--- config.mk ---
export PLATFORM = sky130hd
export DESIGN_NAME = lcd_init_seq
export DESIGN_NICKNAME = d
export VERILOG_FILES = /design/src/rtl/lcdseq_pkg.sv /design/src/rtl/lcdseq_datapath.sv /design/src/rtl/lcdseq_control.sv /design/src/rtl/lcd_init_seq.sv
export SDC_FILE = /design/constraint.sdc
export NUM_CORES = 1
export LEC_CHECK = 0
export BUFFER_PORTS_ARGS = -buffer_cell sky130_fd_sc_hd__buf_2
export CAP_MARGIN = 20
export CORE_ASPECT_RATIO = 0.75
export CORE_MARGIN = 2
export CORE_UTILIZATION = 50
export CTS_BUF_LIST = sky130_fd_sc_hd__clkbuf_4 sky130_fd_sc_hd__clkbuf_8
export DETAILED_ROUTE_END_ITERATION = 12
export PLACE_DENSITY = 0.8
export RECOVER_POWER = 50
export REMOVE_ABC_BUFFERS = 1
export SYNTH_ARGS = -nofsm -noshare
export SYNTH_HDL_FRONTEND = slang
export SYNTH_SLANG_ARGS = --single-unit
--- constraint.sdc ---
create_clock -name clk -period 2.64 [get_ports clk]
set_input_delay 0.264 -clock clk [delete_from_list [all_inputs] [get_ports clk]]
set_output_delay 0.264 -clock clk [all_outputs]
set_load 0.02 [all_outputs]
--- src/rtl/lcdseq_pkg.sv ---
package lcdseq_pkg;

  localparam int STEP_W         = 4;
  localparam int CHARS_PER_LINE = 7;
  localparam int STEP_CFG_FIRST = 4;   // first step reported as configuration
  localparam int STEP_LINE1     = 10;
  localparam int STEP_LINE2     = 11;

  typedef enum logic [2:0] {OP_NONE, OP_RAW, OP_CMD, OP_DATA, OP_END} opKindT;
  typedef enum logic [2:0] {W_NONE, W_POWER, W_SECOND, W_SHORT, W_CHAR} waitSelT;
  typedef enum logic [2:0] {
    PH_RESET = 3'd0, PH_CONFIG = 3'd1, PH_LINE1 = 3'd2, PH_LINE2 = 3'd3, PH_DONE = 3'd4
  } phaseT;

  // One script step: an optional transfer followed by an optional wait.
  typedef struct packed {
    opKindT     op;
    logic [7:0] code;     // command byte, or first character of a data run
    waitSelT    waitSel;
  } stepT;

  // Strobes from control to datapath.
  typedef struct packed {
    logic       loadTimer;
    waitSelT    waitSel;
    logic       charLoad;
    logic [7:0] charStart;
    logic       charInc;
  } strobeT;

  function automatic stepT getStep(input logic [STEP_W-1:0] idx);
    stepT s;
    case (idx)
      4'd0:    s = '{OP_NONE, 8'h00, W_POWER};
      4'd1:    s = '{OP_RAW,  8'h30, W_SECOND};
      4'd2:    s = '{OP_RAW,  8'h30, W_SHORT};
      4'd3:    s = '{OP_RAW,  8'h30, W_NONE};
      4'd4:    s = '{OP_CMD,  8'h20, W_SHORT};
      4'd5:    s = '{OP_CMD,  8'h28, W_NONE};
      4'd6:    s = '{OP_CMD,  8'h0C, W_NONE};
      4'd7:    s = '{OP_CMD,  8'h06, W_NONE};
      4'd8:    s = '{OP_CMD,  8'h01, W_NONE};
      4'd9:    s = '{OP_CMD,  8'h80, W_NONE};
      4'd10:   s = '{OP_DATA, 8'h30, W_CHAR};
      4'd11:   s = '{OP_CMD,  8'hC0, W_NONE};
      4'd12:   s = '{OP_DATA, 8'h41, W_CHAR};
      default: s = '{OP_END,  8'h00, W_NONE};
    endcase
    return s;
  endfunction

  // Whole clock cycles covering a time in microseconds, rounded up, at least 1.
  function automatic int cyclesFor(input longint hz, input longint us);
    longint c;
    c = (hz * us + 64'd999999) / 64'd1000000;
    if (c < 1) c = 1;
    return int'(c);
  endfunction

endpackage

--- src/rtl/lcdseq_datapath.sv ---
module lcdseq_datapath
  import lcdseq_pkg::*;
#(
  parameter int CNT_POWER  = 750000,
  parameter int CNT_SECOND = 205000,
  parameter int CNT_SHORT  = 5000,
  parameter int CNT_CHAR   = 20000000
) (
  input  logic       clk,
  input  logic       rst_n,
  input  strobeT     stb,
  output logic       timerLast,
  output logic [7:0] charCode,
  output logic       charLast
);

  localparam int CNT_MAX_A = (CNT_POWER > CNT_SECOND) ? CNT_POWER : CNT_SECOND;
  localparam int CNT_MAX_B = (CNT_SHORT > CNT_CHAR) ? CNT_SHORT : CNT_CHAR;
  localparam int CNT_MAX   = (CNT_MAX_A > CNT_MAX_B) ? CNT_MAX_A : CNT_MAX_B;
  localparam int TW        = $clog2(CNT_MAX + 1);

  logic [TW-1:0] timer;
  logic [TW-1:0] loadVal;
  logic [7:0]    lastCode;

  always_comb begin
    case (stb.waitSel)
      W_POWER:  loadVal = TW'(CNT_POWER);
      W_SECOND: loadVal = TW'(CNT_SECOND);
      W_SHORT:  loadVal = TW'(CNT_SHORT);
      W_CHAR:   loadVal = TW'(CNT_CHAR);
      default:  loadVal = TW'(1);
    endcase
  end

  always_ff @(posedge clk) begin
    if (!rst_n) begin
      timer <= '0;
    end else if (stb.loadTimer) begin
      timer <= loadVal;
    end else if (timer != '0) begin
      timer <= timer - 1'b1;
    end
  end

  assign timerLast = (timer == TW'(1));

  always_ff @(posedge clk) begin
    if (!rst_n) begin
      charCode <= '0;
      lastCode <= '0;
    end else if (stb.charLoad) begin
      charCode <= stb.charStart;
      lastCode <= stb.charStart + 8'(CHARS_PER_LINE - 1);
    end else if (stb.charInc) begin
      charCode <= charCode + 1'b1;
    end
  end

  assign charLast = (charCode == lastCode);

endmodule

--- src/rtl/lcdseq_control.sv ---
module lcdseq_control
  import lcdseq_pkg::*;
(
  input  logic       clk,
  input  logic       rst_n,
  input  logic       reqDone,
  input  logic       timerLast,
  input  logic [7:0] charCode,
  input  logic       charLast,
  output strobeT     stb,
  output logic       reqStart,
  output logic [7:0] reqByte,
  output logic       reqIsData,
  output logic       reqRawNibble,
  output logic [2:0] phase,
  output logic       seqDone
);

  typedef enum logic [2:0] {ST_STEP, ST_ISSUE, ST_BUSY, ST_DELAY, ST_IDLE} stateT;

  stateT             state, nxtState;
  logic [STEP_W-1:0] stepIdx, nxtIdx;
  stepT              cur, nxtStep;
  logic              advance;
  phaseT             phaseNow;

  assign cur     = getStep(stepIdx);
  assign nxtStep = getStep(stepIdx + 1'b1);

  always_comb begin
    stb      = '0;
    nxtState = state;
    nxtIdx   = stepIdx;
    advance  = 1'b0;
    case (state)
      ST_STEP: begin
        if (cur.op == OP_END) begin
          nxtState = ST_IDLE;
        end else if (cur.op == OP_NONE) begin
          if (cur.waitSel != W_NONE) begin
            stb.loadTimer = 1'b1;
            stb.waitSel   = cur.waitSel;
            nxtState      = ST_DELAY;
          end else begin
            advance = 1'b1;
          end
        end else begin
          nxtState = ST_ISSUE;
        end
      end
      ST_ISSUE: nxtState = ST_BUSY;
      ST_BUSY: begin
        if (reqDone) begin
          if (cur.waitSel != W_NONE) begin
            stb.loadTimer = 1'b1;
            stb.waitSel   = cur.waitSel;
            nxtState      = ST_DELAY;
          end else begin
            advance = 1'b1;
          end
        end
      end
      ST_DELAY: if (timerLast) advance = 1'b1;
      default:  nxtState = ST_IDLE;
    endcase

    if (advance) begin
      nxtState = ST_STEP;
      if (cur.op == OP_DATA && !charLast) begin
        stb.charInc = 1'b1;
      end else begin
        nxtIdx = stepIdx + 1'b1;
        if (nxtStep.op == OP_DATA) begin
          stb.charLoad  = 1'b1;
          stb.charStart = nxtStep.code;
        end
      end
    end
  end

  always_ff @(posedge clk) begin
    if (!rst_n) begin
      state   <= ST_STEP;
      stepIdx <= '0;
    end else begin
      state   <= nxtState;
      stepIdx <= nxtIdx;
    end
  end

  always_comb begin
    if (state == ST_IDLE)                          phaseNow = PH_DONE;
    else if (stepIdx < STEP_W'(STEP_CFG_FIRST))    phaseNow = PH_RESET;
    else if (stepIdx < STEP_W'(STEP_LINE1))        phaseNow = PH_CONFIG;
    else if (stepIdx < STEP_W'(STEP_LINE2))        phaseNow = PH_LINE1;
    else                                           phaseNow = PH_LINE2;
  end

  assign phase        = phaseNow;
  assign seqDone      = (state == ST_IDLE);
  assign reqStart     = (state == ST_ISSUE);
  assign reqIsData    = (cur.op == OP_DATA);
  assign reqRawNibble = (cur.op == OP_RAW);
  assign reqByte      = (cur.op == OP_DATA) ? charCode : cur.code;

endmodule

--- src/rtl/lcd_init_seq.sv ---
module lcd_init_seq
  import lcdseq_pkg::*;
#(
  parameter longint CLK_HZ = 50000000
) (
  input  logic       clk,
  input  logic       rst_n,
  output logic       reqStart,
  output logic [7:0] reqByte,
  output logic       reqIsData,
  output logic       reqRawNibble,
  input  logic       reqDone,
  output logic [2:0] phase,
  output logic       seqDone
);

  localparam int CNT_POWER  = cyclesFor(CLK_HZ, 15000);
  localparam int CNT_SECOND = cyclesFor(CLK_HZ, 4100);
  localparam int CNT_SHORT  = cyclesFor(CLK_HZ, 100);
  localparam int CNT_CHAR   = cyclesFor(CLK_HZ, 400000);

  strobeT     stb;
  logic       timerLast;
  logic [7:0] charCode;
  logic       charLast;

  lcdseq_control u_ctrl (
    .clk          (clk),
    .rst_n        (rst_n),
    .reqDone      (reqDone),
    .timerLast    (timerLast),
    .charCode     (charCode),
    .charLast     (charLast),
    .stb          (stb),
    .reqStart     (reqStart),
    .reqByte      (reqByte),
    .reqIsData    (reqIsData),
    .reqRawNibble (reqRawNibble),
    .phase        (phase),
    .seqDone      (seqDone)
  );

  lcdseq_datapath #(
    .CNT_POWER  (CNT_POWER),
    .CNT_SECOND (CNT_SECOND),
    .CNT_SHORT  (CNT_SHORT),
    .CNT_CHAR   (CNT_CHAR)
  ) u_dp (
    .clk       (clk),
    .rst_n     (rst_n),
    .stb       (stb),
    .timerLast (timerLast),
    .charCode  (charCode),
    .charLast  (charLast)
  );

endmodule

# Yosys cells after proc, flatten, opt, wreduce, memory -nomap -nowiden
# Memory sizes are Yosys's and may differ from the RTL's. A register that Yosys moved wholly into a read port is not among the register bits.
# Cells that the tools add are included.
# word_totals
ff_bits	48
mem_bits_ro	448
memories	2
# classes
n_addsub	4
n_lt_le_gt_ge	3
n_eq_ne	15
n_mux	32
bitwise_logic	3
reduce_logical	11
# memory_table
name	words	width	rd	rd_clocked_by_memory_dff	write_ports	line	rtl
(name not given)	16	14	1	0	0	lcdseq_pkg.sv:33	case (idx)
(name not given)	16	14	1	1	0	lcdseq_pkg.sv:33	
# ops
cell	count
$pmux 25 s4	1
$mux 25	2
$eq 25x1->1 const B	1
$reduce_bool 25->1	1
$sub 25x1->25 const B	1
$mux 4	6
$mux 8	3
$mux 3	7
$eq 3x2->1 const B	6
$mux 9	2
$pmux 3 s4	1
$mux 10	1
$eq 3x1->1 const B	3
$eq 3x3->1 const B	3
$add 8x1->8 const B	1
$add 8x3->8 const B	1
$eq 8x8->1	1
$lt 4x4->1 const B	2
$pmux 4 s2	1
$mux 1	7
$logic_not 3->1	2
$add 4x1->4 const B	1
$lt 4x3->1 const B	1
$reduce_and 2->1	2
8 further kinds	11

# Longest topological paths before layout
# logic_depth
ltp_word	8
ltp_mapped	16
depth_no_buf	14

# Hierarchy
# A second synthesis with hierarchy kept.
# hier_totals
hier_cells	439
hier_area_um2	3609.7
# by_module_without_submodules
module	n_inst	cells_each	area_per_inst_um2	seq_area_each_um2
lcdseq_datapath	1	266	2273.4	820.8
lcdseq_control	1	173	1336.3	420.4

# Least setup slack after synthesis
# OpenSTA, ideal clock, no wires.
# synth_path
kind	register to register
start	register u_dp.timer[2]
end	register, netlist name u_ctrl.cur[8]
arrival_time_ns	2.542
t_required_ns	2.510
setup_slack_ns	-0.033
stages_incl_launch_ff	15
path_cell_list	dfxtp_1 nor4_4 nand3_2 o21a_1 buf_6 nor2_4 buf_6 nand2_1 o211ai_1 inv_1 ha_1 nand4_1 mux2i_1 nor3_1 o22ai_1
# synth_via
elab_chain_cells	6
# synth_rtl
item	line	rtl
start: declaration	lcdseq_datapath.sv:22	logic [TW-1:0] timer;
start signal: assignment	lcdseq_datapath.sv:40	timer <= loadVal;
start signal: assignment	lcdseq_datapath.sv:42	timer <= timer - 1'b1;
$eq 25x1->1	lcdseq_datapath.sv:46	assign timerLast = (timer == TW'(1));
$mux 1	lcdseq_control.sv:63	ST_DELAY: if (timerLast) advance = 1'b1;
$pmux 1 s3	lcdseq_control.sv:35	case (state)
$reduce_and 2->1 (no source line)	-	
$mux 4 (no source line) (2 in series)	-	
# Every way passes these cells.
# A chain may end at the register's enable or synchronous reset.

# Final worst setup path
# layout_path
start	register u_dp.timer[14]
end	register u_dp.lastCode[5]
# layout_via
elab_chain_cells	5
# layout_rtl
item	line	rtl
$eq 25x1->1 *	lcdseq_datapath.sv:46	
$mux 1 *	lcdseq_control.sv:63	
$pmux 1 s3 *	lcdseq_control.sv:35	
$mux 10 *	lcdseq_control.sv:67	if (advance) begin
$add 8x3->8	lcdseq_datapath.sv:54	lastCode <= stb.charStart + 8'(CHARS_PER_LINE - 1);
end signal: assignment	lcdseq_datapath.sv:54	
end: declaration	lcdseq_datapath.sv:24	logic [7:0] lastCode;
# Every way passes the cells marked *; elsewhere a longest branch is shown, timed or not.

==> key figures <==
Power and ir drop
  – Power per cell area: between 900 and 1000 nW/um2
  – Logic gate share of total power: 49.3%
  – Leakage dissipation: between 0.0015 and 0.002 uW
  – Maximum VDD drop: 0.642 mV
  – Switching pwr: about 1900 uW
  – Clock power frac: 20.9%
  – Final total power: around 4500 uW
  – Sw Share: roughly two fifths
  – Int Power: between 2000 and 3000 uW
  – Sequential power share: 29.8%

Detailed routing
  – Via count: about 4000
  – Initial drt markers: between 400 and 500
  – Final WL: about 11 mm
  – DR DRC count: 0
  – Via density: ~6.2
  – ANT nets after route: 0
  – TritonRoute pass-1 iters: 5
  – Drt wl/cell: 16.9 um

Place
  – GP Congestion: approximately 1.0
  – Post-DP HPWL: roughly 7.8 mm
  – Post-DP Area: roughly 4200 um2
  – Worst slack, placed: about 0.051 ns
  – Port Buffers: 17

Clocking
  – Clk sinks: 62
  – CTS H-tree depth: 3
  – Worst skew pair latency: 0.35 ns
  – CTS clk-pin slew, worst paths: around 0.070 ns
  – Root buffer cell: clkbuf_8
  – CTS buffer count: 9
  – Clock tree from TritonCTS: done
  – Clock Path Buffers: 2

STA
  – Final setup margin: approximately 0.024 ns
  – Post-layout minimum cycle time: roughly 2.6 ns
  – Skew final: about 0.0084 ns
  – Final Cycle Share: between 90% and 100%
  – Hold Violations, Final: 0
  – Final Max Tran Viols: 0
  – Setup TNS: 0 ns
  – Relative slew slack: between 40% and 50%
  – Setup Viol. Count Final: 0
  – Slew @ Worst Pin: about 0.86 ns
  – Fmax: approximately 380 MHz
  – RSZ-0062 raised after global routing: true

Worst setup path
  – Max FO, Critical Path: 8
  – CP arrival: about 2.9 ns
  – Critical path required time: between 2 and 3 ns
  – Crit Path Class: reg2reg
  – Worst Setup Start Kind: register
  – CP Capture Type: register

Floorplan
  – Cell row count: 27
  – Core ar.: approximately 7400 um2
  – Die Area: between 8000 and 9000 um2
  – Chip width: about 110 um
  – Starting Density: between 50% and 60%
  – Boundary pin count: 18
  – Die Y: 80.3 um

Finish
  – Post-layout instance area: 4580 um2
  – Layout cells sized above 1: 19.6%
  – Synth-to-Final Area Change: 18.2%
  – Area occupied by multi-input gates: between 2000 and 3000 um2
  – Sequential Area: roughly 1300 um2
  – Final Util: between 60 and 70%
  – Ant diodes: 0
  – Final nets: 563
  – FILL cells: ~650

Synthesis
  – Post-synth EDFFs: 0
  – Synth Instances: 498
  – Area leader, netlist: dfxtp_1
  – Mean Syn Cell Area: just under 8 um2
  – Top_reg_cell synth: dfxtp_1
  – Yosys top cell area share: 32.0%
  – Ys Warns: 0
  – Asr flop ratio synth: 0%
  – Distinct cells, synth: 70
  – Flops & latches, synth: between 60 and 70
  – Sequential share of the synthesized area: around a third
  – Top cells by area, synth: dfxtp_1 (32%), nand2_1 (5.9%), ha_1 (5.5%), a21oi_1 (5.2%), o21ai_0 (4.8%)
  – Netlist Area Pre-Place: about 3900 um2

Global route
  – Grt total ovfl: 0
  – Initial antenna violation count: 0
  – Total GRT Usage: between 20% and 30%
  – First-pass GRT wire length: between 15 and 20 mm
  – Largest net degree at the start of global routing: 23
  – Vias in the first global route: about 3600

Min path
  – HP Class: in2reg

Run
  – Max-Cap Viols: 0

Run status
  – Result of the run: complete, no violations
-- critical path: stages (launching register included) --
cell	delay, ns
dfxtp_1	0.33
nor4_2	0.30
buf_4	0.17
nand4_1	0.13
o21a_1	0.25
nor2_4	0.20
buf_6	0.17
nand4_1	0.20
ha_2	0.28
nor3_2	0.19
o21ai_1	0.11
a31oi_1	0.21
-- kinds of logic (layout without fill, tap and decap cells) --
group	Yosys count	in the layout	share of synthesized area (%)
AO/OA/AOI/OAI	127	127	20.5
adder cells (fa/ha/maj)	18	18	5.75
flip-flops	62	62	32.0
XOR/XNOR	28	28	6.33
AND/OR/NAND/NOR	213	213	28.0
buffers and inverters	43	92	5.55
multiplexers	7	7	1.84
-- layout make-up --
cell class / count / area share, %
clock inverter: 4 / 1.53
clock buffer: 11 / 3.30
sequential: 62 / 27.3
inverter: 19 / 1.56
tap: 101 / 2.76
timing repair buffer: 58 / 8.60
multi-input combinational: 393 / 54.9
-- metal layers --
| metal | up-vias | GRT usage [%] | routed length [um] |
|---|---|---|---|
| met5 | - | 0 | 0 |
| met4 | 0 | 10.4 | 252 |
| met3 | 39 | 7.14 | 1290 |
| met2 | 258 | 39.0 | 4670 |
| met1 | 1844 | 36.6 | 4770 |
| li1 | 1874 | - | - |
-- Yosys cell counts (4+ instances only) --
cell      count
xnor2_1      16
nand3_1      16
nand4_1       8
or3_1         4
buf_2         6
nor2_1       47
o21ai_0      37
nor4_1       10
nor3_1       27
and2_1        6
mux2i_1       6
xor2_1       12
a211oi_1      4
ha_1         17
a31oi_1       8
a21oi_1      40
dfxtp_1      62
inv_1        18
clkbuf_1     10
nand2_1      61
nor2b_1       4
buf_6         4
-- per-stage QoR --
step | instances | hold WS (ns)
after floorplan | 474 | 0.354
after global placement | 625 | 0.457
after detailed placement | 625 | 0.467
after CTS | 640 | 0.297
after global routing | 648 | 0.340
final | 648 | 0.306
-- final timing paths --
| path | slack (ns) | endpoint | from | depth (start not counted) |
|---|---|---|---|---|
| max | 0.02 | u_dp.lastCode[5] | u_dp.timer[14] | 11 |
| min | 0.31 | u_ctrl.cur[0] | rst_n | 2 |
| max reg2reg | 0.02 | u_dp.lastCode[5] | u_dp.timer[14] | 11 |
| min reg2reg | 0.47 | u_dp.lastCode[3] | u_dp.lastCode[3] | 2 |
-- timing repair --
item                                    CTS  global route
buffers inserted                          0             8
hold buffers                              0             0
pin swaps                                 0            12
endpoints found under the setup margin    1             9
resized for setup                         3            26
-- layout by cell type, fill, tap and decap left out, types with 6 or more instances in the layout --
| cell type | Yosys | layout |
|---|---|---|
| a31oi_1 | 8 | 8 |
| dfxtp_1 | 62 | 56 |
| buf_4 | 2 | 39 |
| nand2_1 | 61 | 61 |
| ha_1 | 17 | 13 |
| nor3_1 | 27 | 26 |
| clkbuf_8 | 0 | 11 |
| xnor2_1 | 16 | 16 |
| nand3_1 | 16 | 16 |
| nand4_1 | 8 | 8 |
| o21ai_0 | 37 | 35 |
| mux2i_1 | 6 | 6 |
| nor2_1 | 47 | 47 |
| buf_2 | 6 | 12 |
| a21oi_1 | 40 | 39 |
| inv_1 | 18 | 16 |
| xor2_1 | 12 | 12 |
-- state kept, by name (all words and copies together), names as in the netlist --
register,flops
u_ctrl.cur,14
u_ctrl.state,3
u_dp.charCode,8
u_dp.lastCode,8
u_dp.timer,25
u_ctrl.stepIdx,4
-- power groups by stage --
stage          registers, uW  logic, uW  clock network, uW
2_1_floorplan           1320       1390                  0
3_3_place_gp            1310       2000                  0
3_5_place_dp            1320       2050                  0
4_1_cts                 1300       2080                945
5_1_grt                 1370       2420                999
6_report                1340       2210                940
Power figures use the tool's default switching activity.
